[config.mk]
export PLATFORM = sky130hd
export DESIGN_NAME = desc_poll_sched
export DESIGN_NICKNAME = d
export VERILOG_FILES = /design/src/rtl/poll_pkg.sv /design/src/rtl/poll_interval_cfg.sv /design/src/rtl/poll_timer.sv /design/src/rtl/poll_seq.sv /design/src/rtl/poll_capture.sv /design/src/rtl/desc_poll_sched.sv
export SDC_FILE = /design/constraint.sdc
export NUM_CORES = 1
export LEC_CHECK = 0
export BUFFER_PORTS_ARGS = -buffer_cell sky130_fd_sc_hd__buf_2
export CORE_ASPECT_RATIO = 0.5
export CORE_MARGIN = 4
export CORE_UTILIZATION = 30
export CTS_CLUSTER_DIAMETER = 30
export CTS_CLUSTER_SIZE = 12
export DETAILED_ROUTE_END_ITERATION = 8
export PLACE_DENSITY = 0.46
export SLEW_MARGIN = 15
export SYNTH_ARGS = -nofsm -noshare
export SYNTH_HDL_FRONTEND = slang
export SYNTH_SLANG_ARGS = --single-unit
[constraint.sdc]
create_clock -name clk -period 3 [get_ports clk]
set_input_delay 0.6 -clock clk [delete_from_list [all_inputs] [get_ports clk]]
set_output_delay 0.6 -clock clk [all_outputs]
set_load 0.05 [all_outputs]
[src/rtl/poll_pkg.sv]
// Shared types for the descriptor poll scheduler.
// Assumes: word selector codes are decoded by the bus-master read port.
package poll_pkg;
    typedef enum logic [2:0] {
        ST_IDLE,
        ST_RX_HI,
        ST_RX_LO,
        ST_GAP,
        ST_TX_HI,
        ST_TX_LO
    } poll_st_e;

    typedef enum logic [1:0] {
        CFG_LOCKED,
        CFG_INIT_WAIT,
        CFG_OPEN
    } cfg_st_e;

    localparam logic [1:0] SEL_RX_HI = 2'd0;
    localparam logic [1:0] SEL_RX_LO = 2'd1;
    localparam logic [1:0] SEL_TX_HI = 2'd2;
    localparam logic [1:0] SEL_TX_LO = 2'd3;
endpackage

[src/rtl/poll_interval_cfg.sv]
// Holds the poll interval and the window in which it may be rewritten.
// Assumes: init_req, init_done and start_run are single-cycle pulses.
// The window opens on init_done after init_req and closes on start_run.
module poll_interval_cfg
    import poll_pkg::*;
#(
    parameter int IVL_W = 16
) (
    input  logic             clk,
    input  logic             rst_n,
    input  logic             init_req,
    input  logic             init_done,
    input  logic             start_run,
    input  logic             ivl_wr,
    input  logic [IVL_W-1:0] ivl_wdata,
    output logic [IVL_W-1:0] ivl_q
);
    cfg_st_e cfg_st;

    // Track the configuration window (start has priority).
    always_ff @(posedge clk) begin
        if (!rst_n) begin
            cfg_st <= CFG_LOCKED;
        end else if (start_run) begin
            cfg_st <= CFG_LOCKED;
        end else if (init_req) begin
            cfg_st <= CFG_INIT_WAIT;
        end else if (init_done && cfg_st == CFG_INIT_WAIT) begin
            cfg_st <= CFG_OPEN;
        end
    end

    // Accept an interval write only while the window is open.
    always_ff @(posedge clk) begin
        if (!rst_n) begin
            ivl_q <= '0;
        end else if (ivl_wr && cfg_st == CFG_OPEN) begin
            ivl_q <= ivl_wdata;
        end
    end
endmodule

[src/rtl/poll_timer.sv]
// Poll interval down-counter.
// Assumes: an interval of 0 stands for 2^IVL_W cycles; load has priority over run.
// hit is high in the run cycle in which the count reaches its last step.
module poll_timer #(
    parameter int IVL_W = 16
) (
    input  logic             clk,
    input  logic             rst_n,
    input  logic [IVL_W-1:0] ivl_q,
    input  logic             load,
    input  logic             run,
    output logic             hit
);
    localparam int CNT_W = IVL_W + 1;

    logic [CNT_W-1:0] ivl_eff;
    logic [CNT_W-1:0] cnt;

    // Expand the stored interval, zero meaning the full range.
    always_comb begin
        if (ivl_q == '0) ivl_eff = CNT_W'(1) << IVL_W;
        else             ivl_eff = {1'b0, ivl_q};
    end

    assign hit = run && (cnt == CNT_W'(1));

    // Reload or count down.
    always_ff @(posedge clk) begin
        if (!rst_n) begin
            cnt <= ivl_eff;
        end else if (load) begin
            cnt <= ivl_eff;
        end else if (run && cnt != CNT_W'(1)) begin
            cnt <= cnt - CNT_W'(1);
        end
    end
endmodule

[src/rtl/poll_seq.sv]
// Poll sequencer: latches triggers, decides which descriptor pairs to read
// and walks the ordered reads on the request/acknowledge port.
// Assumes: rd_ack is asserted only while rd_req is high.
module poll_seq
    import poll_pkg::*;
(
    input  logic       clk,
    input  logic       rst_n,
    input  logic       chan_busy,
    input  logic       rx_en,
    input  logic       tx_en,
    input  logic       tx_poll_dis,
    input  logic       ring_single,
    input  logic       own_rx_cur,
    input  logic       own_rx_nxt,
    input  logic       own_tx_cur,
    input  logic       poll_demand,
    input  logic       rx_frame_done,
    input  logic       tx_frame_done,
    input  logic       timer_hit,
    input  logic       rd_ack,
    output logic       timer_load,
    output logic       timer_run,
    output logic       rd_req,
    output logic [1:0] rd_sel
);
    poll_st_e state;
    logic     dmd_pend;
    logic     evt_pend;
    logic     tx_plan;
    logic     idle_ok;
    logic     dispatch;
    logic     rx_want;
    logic     tx_want;
    logic     rx_unowned;

    assign idle_ok   = (state == ST_IDLE) && !chan_busy;
    assign dispatch  = idle_ok && (timer_hit || dmd_pend || evt_pend);
    assign timer_run = idle_ok;
    assign timer_load = (state != ST_IDLE) || dispatch;

    // Receive ownership gap; next descriptor ignored on a single ring.
    assign rx_unowned = !own_rx_cur || (!ring_single && !own_rx_nxt);
    assign rx_want    = rx_en && rx_unowned && (timer_hit || dmd_pend);
    // Demand overrides the disable bit; events and timer do not.
    assign tx_want    = tx_en && !own_tx_cur &&
                        (dmd_pend || (!tx_poll_dis && (timer_hit || evt_pend)));

    // Sticky demand and frame-event flags, consumed at dispatch.
    always_ff @(posedge clk) begin
        if (!rst_n) begin
            dmd_pend <= 1'b0;
            evt_pend <= 1'b0;
        end else begin
            dmd_pend <= poll_demand || (dmd_pend && !dispatch);
            evt_pend <= rx_frame_done || tx_frame_done || (evt_pend && !dispatch);
        end
    end

    // Read sequence: receive pair, gap, transmit pair.
    always_ff @(posedge clk) begin
        if (!rst_n) begin
            state   <= ST_IDLE;
            tx_plan <= 1'b0;
        end else begin
            case (state)
                ST_IDLE: begin
                    if (dispatch) begin
                        tx_plan <= tx_want;
                        if (rx_want)      state <= ST_RX_HI;
                        else if (tx_want) state <= ST_TX_HI;
                    end
                end
                ST_RX_HI: if (rd_ack) state <= ST_RX_LO;
                ST_RX_LO: if (rd_ack) state <= tx_plan ? ST_GAP : ST_IDLE;
                ST_GAP:   state <= ST_TX_HI;
                ST_TX_HI: if (rd_ack) state <= ST_TX_LO;
                ST_TX_LO: if (rd_ack) state <= ST_IDLE;
                default:  state <= ST_IDLE;
            endcase
        end
    end

    // Drive the read port from the state.
    always_comb begin
        rd_req = 1'b1;
        rd_sel = SEL_RX_HI;
        case (state)
            ST_RX_HI: rd_sel = SEL_RX_HI;
            ST_RX_LO: rd_sel = SEL_RX_LO;
            ST_TX_HI: rd_sel = SEL_TX_HI;
            ST_TX_LO: rd_sel = SEL_TX_LO;
            default:  rd_req = 1'b0;
        endcase
    end
endmodule

[src/rtl/poll_capture.sv]
// Stores one descriptor's two words when the controller is found to own it.
// Assumes: the high word is read before the low word; bit DW-1 of the
// high word set means the descriptor was handed to the controller.
module poll_capture #(
    parameter int         DW     = 32,
    parameter logic [1:0] HI_SEL = 2'd0,
    parameter logic [1:0] LO_SEL = 2'd1
) (
    input  logic          clk,
    input  logic          rst_n,
    input  logic          rd_req,
    input  logic          rd_ack,
    input  logic [1:0]    rd_sel,
    input  logic [DW-1:0] rd_data,
    output logic [DW-1:0] w1_q,
    output logic [DW-1:0] w0_q
);
    logic [DW-1:0] hi_tmp;
    logic          take_hi;
    logic          take_lo;

    assign take_hi = rd_req && rd_ack && (rd_sel == HI_SEL);
    assign take_lo = rd_req && rd_ack && (rd_sel == LO_SEL);

    // Hold the high word until its partner arrives.
    always_ff @(posedge clk) begin
        if (!rst_n)       hi_tmp <= '0;
        else if (take_hi) hi_tmp <= rd_data;
    end

    // Commit the pair only from an owned descriptor.
    always_ff @(posedge clk) begin
        if (!rst_n) begin
            w1_q <= '0;
            w0_q <= '0;
        end else if (take_lo && hi_tmp[DW-1]) begin
            w1_q <= hi_tmp;
            w0_q <= rd_data;
        end
    end
endmodule

[src/rtl/desc_poll_sched.sv]
// Descriptor ring poll scheduler top: interval config, timer, sequencer
// and one capture unit per ring.
// Assumes: ownership flags come from the controller's descriptor logic.
module desc_poll_sched
    import poll_pkg::*;
#(
    parameter int IVL_W = 16,
    parameter int DW    = 32
) (
    input  logic             clk,
    input  logic             rst_n,
    input  logic             chan_busy,
    input  logic             rx_en,
    input  logic             tx_en,
    input  logic             tx_poll_dis,
    input  logic             ring_single,
    input  logic             own_rx_cur,
    input  logic             own_rx_nxt,
    input  logic             own_tx_cur,
    input  logic             poll_demand,
    input  logic             rx_frame_done,
    input  logic             tx_frame_done,
    input  logic             init_req,
    input  logic             init_done,
    input  logic             start_run,
    input  logic             ivl_wr,
    input  logic [IVL_W-1:0] ivl_wdata,
    output logic             rd_req,
    output logic [1:0]       rd_sel,
    input  logic             rd_ack,
    input  logic [DW-1:0]    rd_data,
    output logic [DW-1:0]    rx_w1,
    output logic [DW-1:0]    rx_w0,
    output logic [DW-1:0]    tx_w1,
    output logic [DW-1:0]    tx_w0
);
    localparam int N_RING = 2;

    logic [IVL_W-1:0] ivl_q;
    logic             timer_load;
    logic             timer_run;
    logic             timer_hit;
    logic [DW-1:0]    w1_arr [N_RING];
    logic [DW-1:0]    w0_arr [N_RING];

    poll_interval_cfg #(.IVL_W(IVL_W)) u_cfg (
        .clk       (clk),
        .rst_n     (rst_n),
        .init_req  (init_req),
        .init_done (init_done),
        .start_run (start_run),
        .ivl_wr    (ivl_wr),
        .ivl_wdata (ivl_wdata),
        .ivl_q     (ivl_q)
    );

    poll_timer #(.IVL_W(IVL_W)) u_timer (
        .clk   (clk),
        .rst_n (rst_n),
        .ivl_q (ivl_q),
        .load  (timer_load),
        .run   (timer_run),
        .hit   (timer_hit)
    );

    poll_seq u_seq (
        .clk           (clk),
        .rst_n         (rst_n),
        .chan_busy     (chan_busy),
        .rx_en         (rx_en),
        .tx_en         (tx_en),
        .tx_poll_dis   (tx_poll_dis),
        .ring_single   (ring_single),
        .own_rx_cur    (own_rx_cur),
        .own_rx_nxt    (own_rx_nxt),
        .own_tx_cur    (own_tx_cur),
        .poll_demand   (poll_demand),
        .rx_frame_done (rx_frame_done),
        .tx_frame_done (tx_frame_done),
        .timer_hit     (timer_hit),
        .rd_ack        (rd_ack),
        .timer_load    (timer_load),
        .timer_run     (timer_run),
        .rd_req        (rd_req),
        .rd_sel        (rd_sel)
    );

    // One capture unit per ring: index 0 receive, index 1 transmit.
    for (genvar g = 0; g < N_RING; g++) begin : g_cap
        poll_capture #(
            .DW     (DW),
            .HI_SEL (2'(2 * g)),
            .LO_SEL (2'(2 * g + 1))
        ) u_cap (
            .clk     (clk),
            .rst_n   (rst_n),
            .rd_req  (rd_req),
            .rd_ack  (rd_ack),
            .rd_sel  (rd_sel),
            .rd_data (rd_data),
            .w1_q    (w1_arr[g]),
            .w0_q    (w0_arr[g])
        );
    end

    assign rx_w1 = w1_arr[0];
    assign rx_w0 = w0_arr[0];
    assign tx_w1 = w1_arr[1];
    assign tx_w0 = w0_arr[1];
endmodule

==> reports/results.tsv, run 1 <==
metric	value	unit
status	complete, no violations	
crit path max fanout	14	
design area	11700	µm²
CTS Buf Count	36	
static leakage	4.56	nW
FF-to-FF Start	u_timer.cnt[0]$_DFFE_PP_	
initial antenna violation count	0	
synth cell count leaders	422 x nand2_1, 216 x dfxtp_1, 168 x a21boi_0, 67 x clkbuf_1, 39 x a21boi_1	
non-filler cells in the finished layout	1642	
Reg2Reg Capture Point	u_timer.cnt[7]$_DFFE_PP_	
post-layout minimum cycle time	2450	ps
CTS clk-pin slew, worst paths	60	ps
nets@finish	1296	
Worst Setup EP	rd_sel[1]	
dpl cells	1581	
vias post-DR	7631	
Clock Tree Root	clkbuf_16	
Hold Worst Slack	278	ps
Starting DRT DRC Count	314	
Hold Crit Class	primary input to flip-flop	
Die ar.	33700	µm²
ANT nets after route	0	
antenna cell count	0	
register area share after synthesis	52.5	%
DIE WIDTH	256	µm
CP Class	flip-flop to primary output	
worst slew pin tran	798	ps
Power Density	673	nW/µm²
Post-CTS Resized	0	
Placed Area	10500	µm²
MaxCap Viol Count	0	
synth top area cells	dfxtp_1 47%, nand2_1 17%, a21boi_0 14%	
GP Congestion	0.794	
die height	132	µm
register-to-register setup slack	720	ps
syn_nets	1125	
most common cell in the synthesized netlist	nand2_1	
DR WL/cell	16.3	µm
Synth Instances	1057	
starting density of the core	31.1	%
Critical Path RT	2400	ps
Clock Path Buffers	3	
# IOs	197	
hpwl dp	17200	µm
first-pass GRT wire length	42300	µm
final wirelength	26800	µm
RSZ-0062 raised after global routing	no	
total power	7.88	mW
worst r2r path cells	7	
Worst slew margin	46.8	%
pins over their slew limit	0	
TNS Setup	0	ps
Worst EP arrival	1850	ps
syn_area_per_cell	8.71	µm²
First-pass DRT Iterations	4	
H-tree depth	2	
CTS tree	built	
critical path startpoint category	flip-flop	
CTS sink count	233	
P&R area growth vs syn	27.2	%
Final Skew	11.0	ps
Clk Latency, worst-skew pair	500	ps
DRC errors left	0	
core box area	29600	µm²
Async SR Flop Fraction	0	%
FF+latch count, synth	233	
Hold Buf Count CTS	0	
fmax	408	MHz
post-CTS setup buffer count	0	
Setup-failing EPs final	0	
ys flop type	dfxtp_1	
EDFF count, synth	17	
gr usage total	15.5	%
port bufs	196	
yosys warns	0	
Final period util	81.7	%
Hold Fails Final Rpt	0	
Yosys top cell by area	dfxtp_1	
vias in the first global route	7468	
Worst Setup End Kind	primary output	
CP startpoint	u_seq.state[2]$_SDFFE_PN0P_	
layout cells sized above 1	22.6	%
GRT overflow	0	
post-synth top area share	47.0	%
row cnt	44	
DR vias/cell	4.65	
largest net degree at the start of global routing	170	
Worst VDD drop	324	µV
Distinct cells, synth	48	
Synth Cell Area	9200	µm²
==> where the power goes <==
part	internal [mW]	switching (mW)
Sequential	3.21	0.0666
Combinational	0.197	0.255
Clock	2.65	1.51
==> kinds of logic after synthesis <==
kind of cell / Yosys count / share of synthesized area (%)
AND/OR/NAND/NOR: 480 / 21.3
AO/OA/AOI/OAI: 233 / 18.8
flip-flops: 233 / 52.5
buffers and inverters: 80 / 3.51
multiplexers: 17 / 2.38
XOR/XNOR: 12 / 1.14
adder cells (fa/ha/maj): 2 / 0.272
==> critical path, cell delays in order (launching register included) <==
cell and delay (ps):
dfxtp_1 610, nor2b_1 390, buf_2 340
==> stage by stage <==
stage | worst slack [ps] | util [%]
after floorplan | 758 | -
after global placement | 767 | 35.4
after detailed placement | 692 | 35.4
after CTS | 517 | 39.5
after global routing | 358 | 39.5
final | 550 | 39.5
==> routing by layer <==
| metal | track usage [%] | share of wire (%) | vias up | wire, µm |
|---|---|---|---|---|
| li1 | - | - | 3834 | - |
| met1 | 19.0 | 45 | 3635 | 12000 |
| met4 | 4.44 | 2.0 | 0 | 531 |
| met5 | 0 | 0 | - | 0 |
| met3 | 3.72 | 4.0 | 39 | 1070 |
| met2 | 27.2 | 49 | 123 | 13200 |
==> layout make-up <==
cell class	count	area, µm²
timing repair buffer	208	1100
sequential	233	4830
inverter	5	18.8
tap	391	489
multi-input combinational	744	4060
fill	3065	17900
clock inverter	19	209
clock buffer	42	996
==> placed cells by master, fill, tap and decap left out, drive strengths merged, types with 8 or more instances in the layout <==
cell and n:
nor3 8, edfxtp 17, clkbuf 42, mux2 15, a21boi 207, buf 208, o21ai 8, dfxtp 216
inv 9, xor2 8, clkinv 10, nand2 422
==> sequential cells by signal, summed over array words and instances (netlist names) <==
name                flops
u_seq.state             3
u_seq.evt_pend          1
u_cfg.cfg_st            2
u_seq.dmd_pend          1
u_cfg.ivl_q            16
g_cap.u_cap.w0_q       64
u_seq.tx_plan           1
u_timer.cnt            17
g_cap.u_cap.hi_tmp     64
g_cap.u_cap.w1_q       64
==> worst min path at each step <==
stage | start | end | cells after the start
global route | init_req | u_cfg.cfg_st[1]$_SDFFE_PP0P_ | 2
finish | init_req | u_cfg.cfg_st[1]$_SDFFE_PP0P_ | 2
global placement | g_cap[0].u_cap.hi_tmp[30]$_SDFFE_PN0P_ | g_cap[0].u_cap.w1_q[30]$_SDFFE_PN0P_ | 2
floorplan | g_cap[0].u_cap.hi_tmp[17]$_SDFFE_PN0P_ | g_cap[0].u_cap.w1_q[17]$_SDFFE_PN0P_ | 2
detailed placement | g_cap[0].u_cap.hi_tmp[29]$_SDFFE_PN0P_ | g_cap[0].u_cap.w1_q[29]$_SDFFE_PN0P_ | 2
CTS | init_req | u_cfg.cfg_st[1]$_SDFFE_PP0P_ | 2
Power figures use the tool's default switching activity.
==> inputs of run 2 (changes only) <==
==> constraint.sdc (replaced) <==
create_clock -name clk -period 2.49 [get_ports clk]
set_input_delay 0.498 -clock clk [delete_from_list [all_inputs] [get_ports clk]]
set_output_delay 0.498 -clock clk [all_outputs]
set_load 0.05 [all_outputs]
==> reports/results.tsv, run 2 (same netlist as run 1, synthesis figures left out) <==
metric	value	unit	change
status	complete, no violations		
critical path startpoint category	flip-flop		
TNS Setup	0	ps	unchanged
power share of the clock group	54.4	%	+1.7 points
CTS sink count	233		unchanged
CTS Buf Count	38		+5.6%
layout cells sized above 1	23.0	%	+0.35 points
P&R area growth vs syn	28.6	%	
Worst EP arrival	2660	ps	+810 ps
DR vias/cell	4.66		+0.20%
fmax	416	MHz	
Hold Buf Count CTS	0		unchanged
# IOs	197		unchanged
gr usage total	15.6	%	+0.14 points
antenna cell count	0		unchanged
Placed Area	10500	µm²	+0.33%
internal power	7.57	mW	+25%
Clk Latency, worst-skew pair	510	ps	about the same
Seq pwr share	40.1	%	-1.5 points
Die ar.	33700	µm²	unchanged
core box area	29600	µm²	unchanged
post-layout minimum cycle time	2400	ps	
vias in the first global route	7677		+2.8%
most common cell after layout, fill and taps aside	nand2_1		
Hold Fails Final Rpt	0		unchanged
Clock Tree Root	clkbuf_16		
switching pwr	2.28	mW	+25%
worst slew pin tran	760	ps	-37.9 ps
Power Density	833	nW/µm²	+24%
dpl cells	1584		+0.19%
CP Cell Sequence	inv_1 > ha_1 > nor4b_1 > and4_1 > nor3_1 > o211a_1 > buf_4 > mux2_1		
Critical-path top delay cell	edfxtp_1		
Final period util	96.5	%	
CP Class	flip-flop to flip-flop		
first-pass GRT wire length	43200	µm	+2.0%
commonest non-fill, non-tap cells in the layout	422 x nand2_1, 216 x dfxtp_1, 195 x buf_2		
Worst Setup End Kind	flip-flop		
die height	132	µm	unchanged
post-CTS setup buffer count	0		unchanged
port bufs	196		unchanged
non-filler cells in the finished layout	1649		+0.43%
vias post-DR	7679		+0.63%
GRT overflow	0		unchanged
First-pass DRT Iterations	4		unchanged
Clock Path Buffers	3		unchanged
crit-path leading delay family	simple AND/OR/NAND/NOR gates		
initial antenna violation count	0		unchanged
static leakage	4.62	nW	+1.4%
crit path buf inv count	2		+1
Hold Crit Class	primary input to flip-flop		
design area	11800	µm²	+1.1%
largest net degree at the start of global routing	161		-5.3%
CTS clk-pin slew, worst paths	50	ps	about the same
RSZ-0062 raised after global routing	no		
CTS tree	built		
Final Skew	16.1	ps	+5.10 ps
nets@finish	1301		+0.39%
total power	9.85	mW	+25%
H-tree depth	2		unchanged
starting density of the core	31.1	%	unchanged
biggest regs	g_cap.u_cap.hi_tmp x64, g_cap.u_cap.w0_q x64, g_cap.u_cap.w1_q x64		
Worst slew margin	49.3	%	+2.5 points
Post-CTS Resized	0		unchanged
ANT nets after route	0		unchanged
final wirelength	26900	µm	+0.18%
Worst VDD drop	386	µV	+19%
register-to-register setup slack	90	ps	-630 ps
Hold Worst Slack	177	ps	-101 ps
MaxCap Viol Count	0		unchanged
combinational share of power	5.6	%	about the same
crit path max fanout	17		+3
Critical Path RT	2750	ps	+350 ps
DR WL/cell	16.3	µm	-0.25%
Starting DRT DRC Count	367		+17%
slowest stage delay, CP	380	ps	-230 ps
Setup-failing EPs final	0		unchanged
row cnt	44		unchanged
pins over their slew limit	0		unchanged
hpwl dp	17500	µm	+2.3%
DIE WIDTH	256	µm	unchanged
sw frac	23.1	%	-0.077 points
DRC errors left	0		unchanged
GP Congestion	0.767		-3.4%
## run 2: changes by cell type in the layout (fill, tap and decap cells not counted), sizes merged
cell,change
buf,+3
bufinv,+2
clkbuf,+1
clkinvlp,-2
inv,+3
## run 2: power groups by stage
stage / Combinational [mW] / Sequential (mW) / Clock [mW]
after floorplan: 0.372 / 4.00 / 0
after global placement: 0.540 / 4.02 / 0
after detailed placement: 0.554 / 4.02 / 0
after CTS: 0.558 / 3.95 / 5.55
after global routing: 0.604 / 3.96 / 5.71
final: 0.548 / 3.95 / 5.36
## run 2: stage by stage
stage          utilization (%)  setup WS (ps)
5_1_grt                   40.0           12.2
3_5_place_dp              35.6            187
6_report                  40.0           87.2
2_1_floorplan                -            350
4_1_cts                   40.0            131
3_3_place_gp              35.6            273
## run 2: path summary, 6_finish.rpt
check                                            start                                    to  cells after the start
hold / removal                                init_req          u_cfg.cfg_st[1]$_SDFFE_PP0P_                      2
hold reg to reg   g_cap[0].u_cap.w1_q[18]$_SDFFE_PN0P_  g_cap[0].u_cap.w1_q[18]$_SDFFE_PN0P_                      2
setup reg to reg              u_timer.cnt[1]$_DFFE_PP_              u_timer.cnt[6]$_DFFE_PP_                      8
setup / recovery              u_timer.cnt[1]$_DFFE_PP_              u_timer.cnt[6]$_DFFE_PP_                      8
## run 2: metal layers
| metal | GRT usage [%] | share of wire [%] | vias up |
|---|---|---|---|
| met4 | 4.93 | 2.5 | 0 |
| met3 | 3.59 | 4.2 | 55 |
| met5 | 0 | 0 | - |
| li1 | - | - | 3855 |
| met1 | 19.2 | 44 | 3650 |
| met2 | 27.3 | 49 | 119 |
## run 2: cell type report
cell class              count  area (µm²)
fillers                  3037       17800
flip-flops and latches    233        4830
multi-input cells         744        4060
repair buffers            211        1130
clock buffers              43        1010
well taps                 391         489
clock inverters            22         288
inverters                   5        18.8
## run 2: worst reg2reg max path: stages (launching register included)
cell and delay [ps]:
edfxtp_1 380, inv_1 140, ha_1 170, nor4b_1 280, and4_1 300, nor3_1 90, o211a_1 220, buf_4 220
mux2_1 360
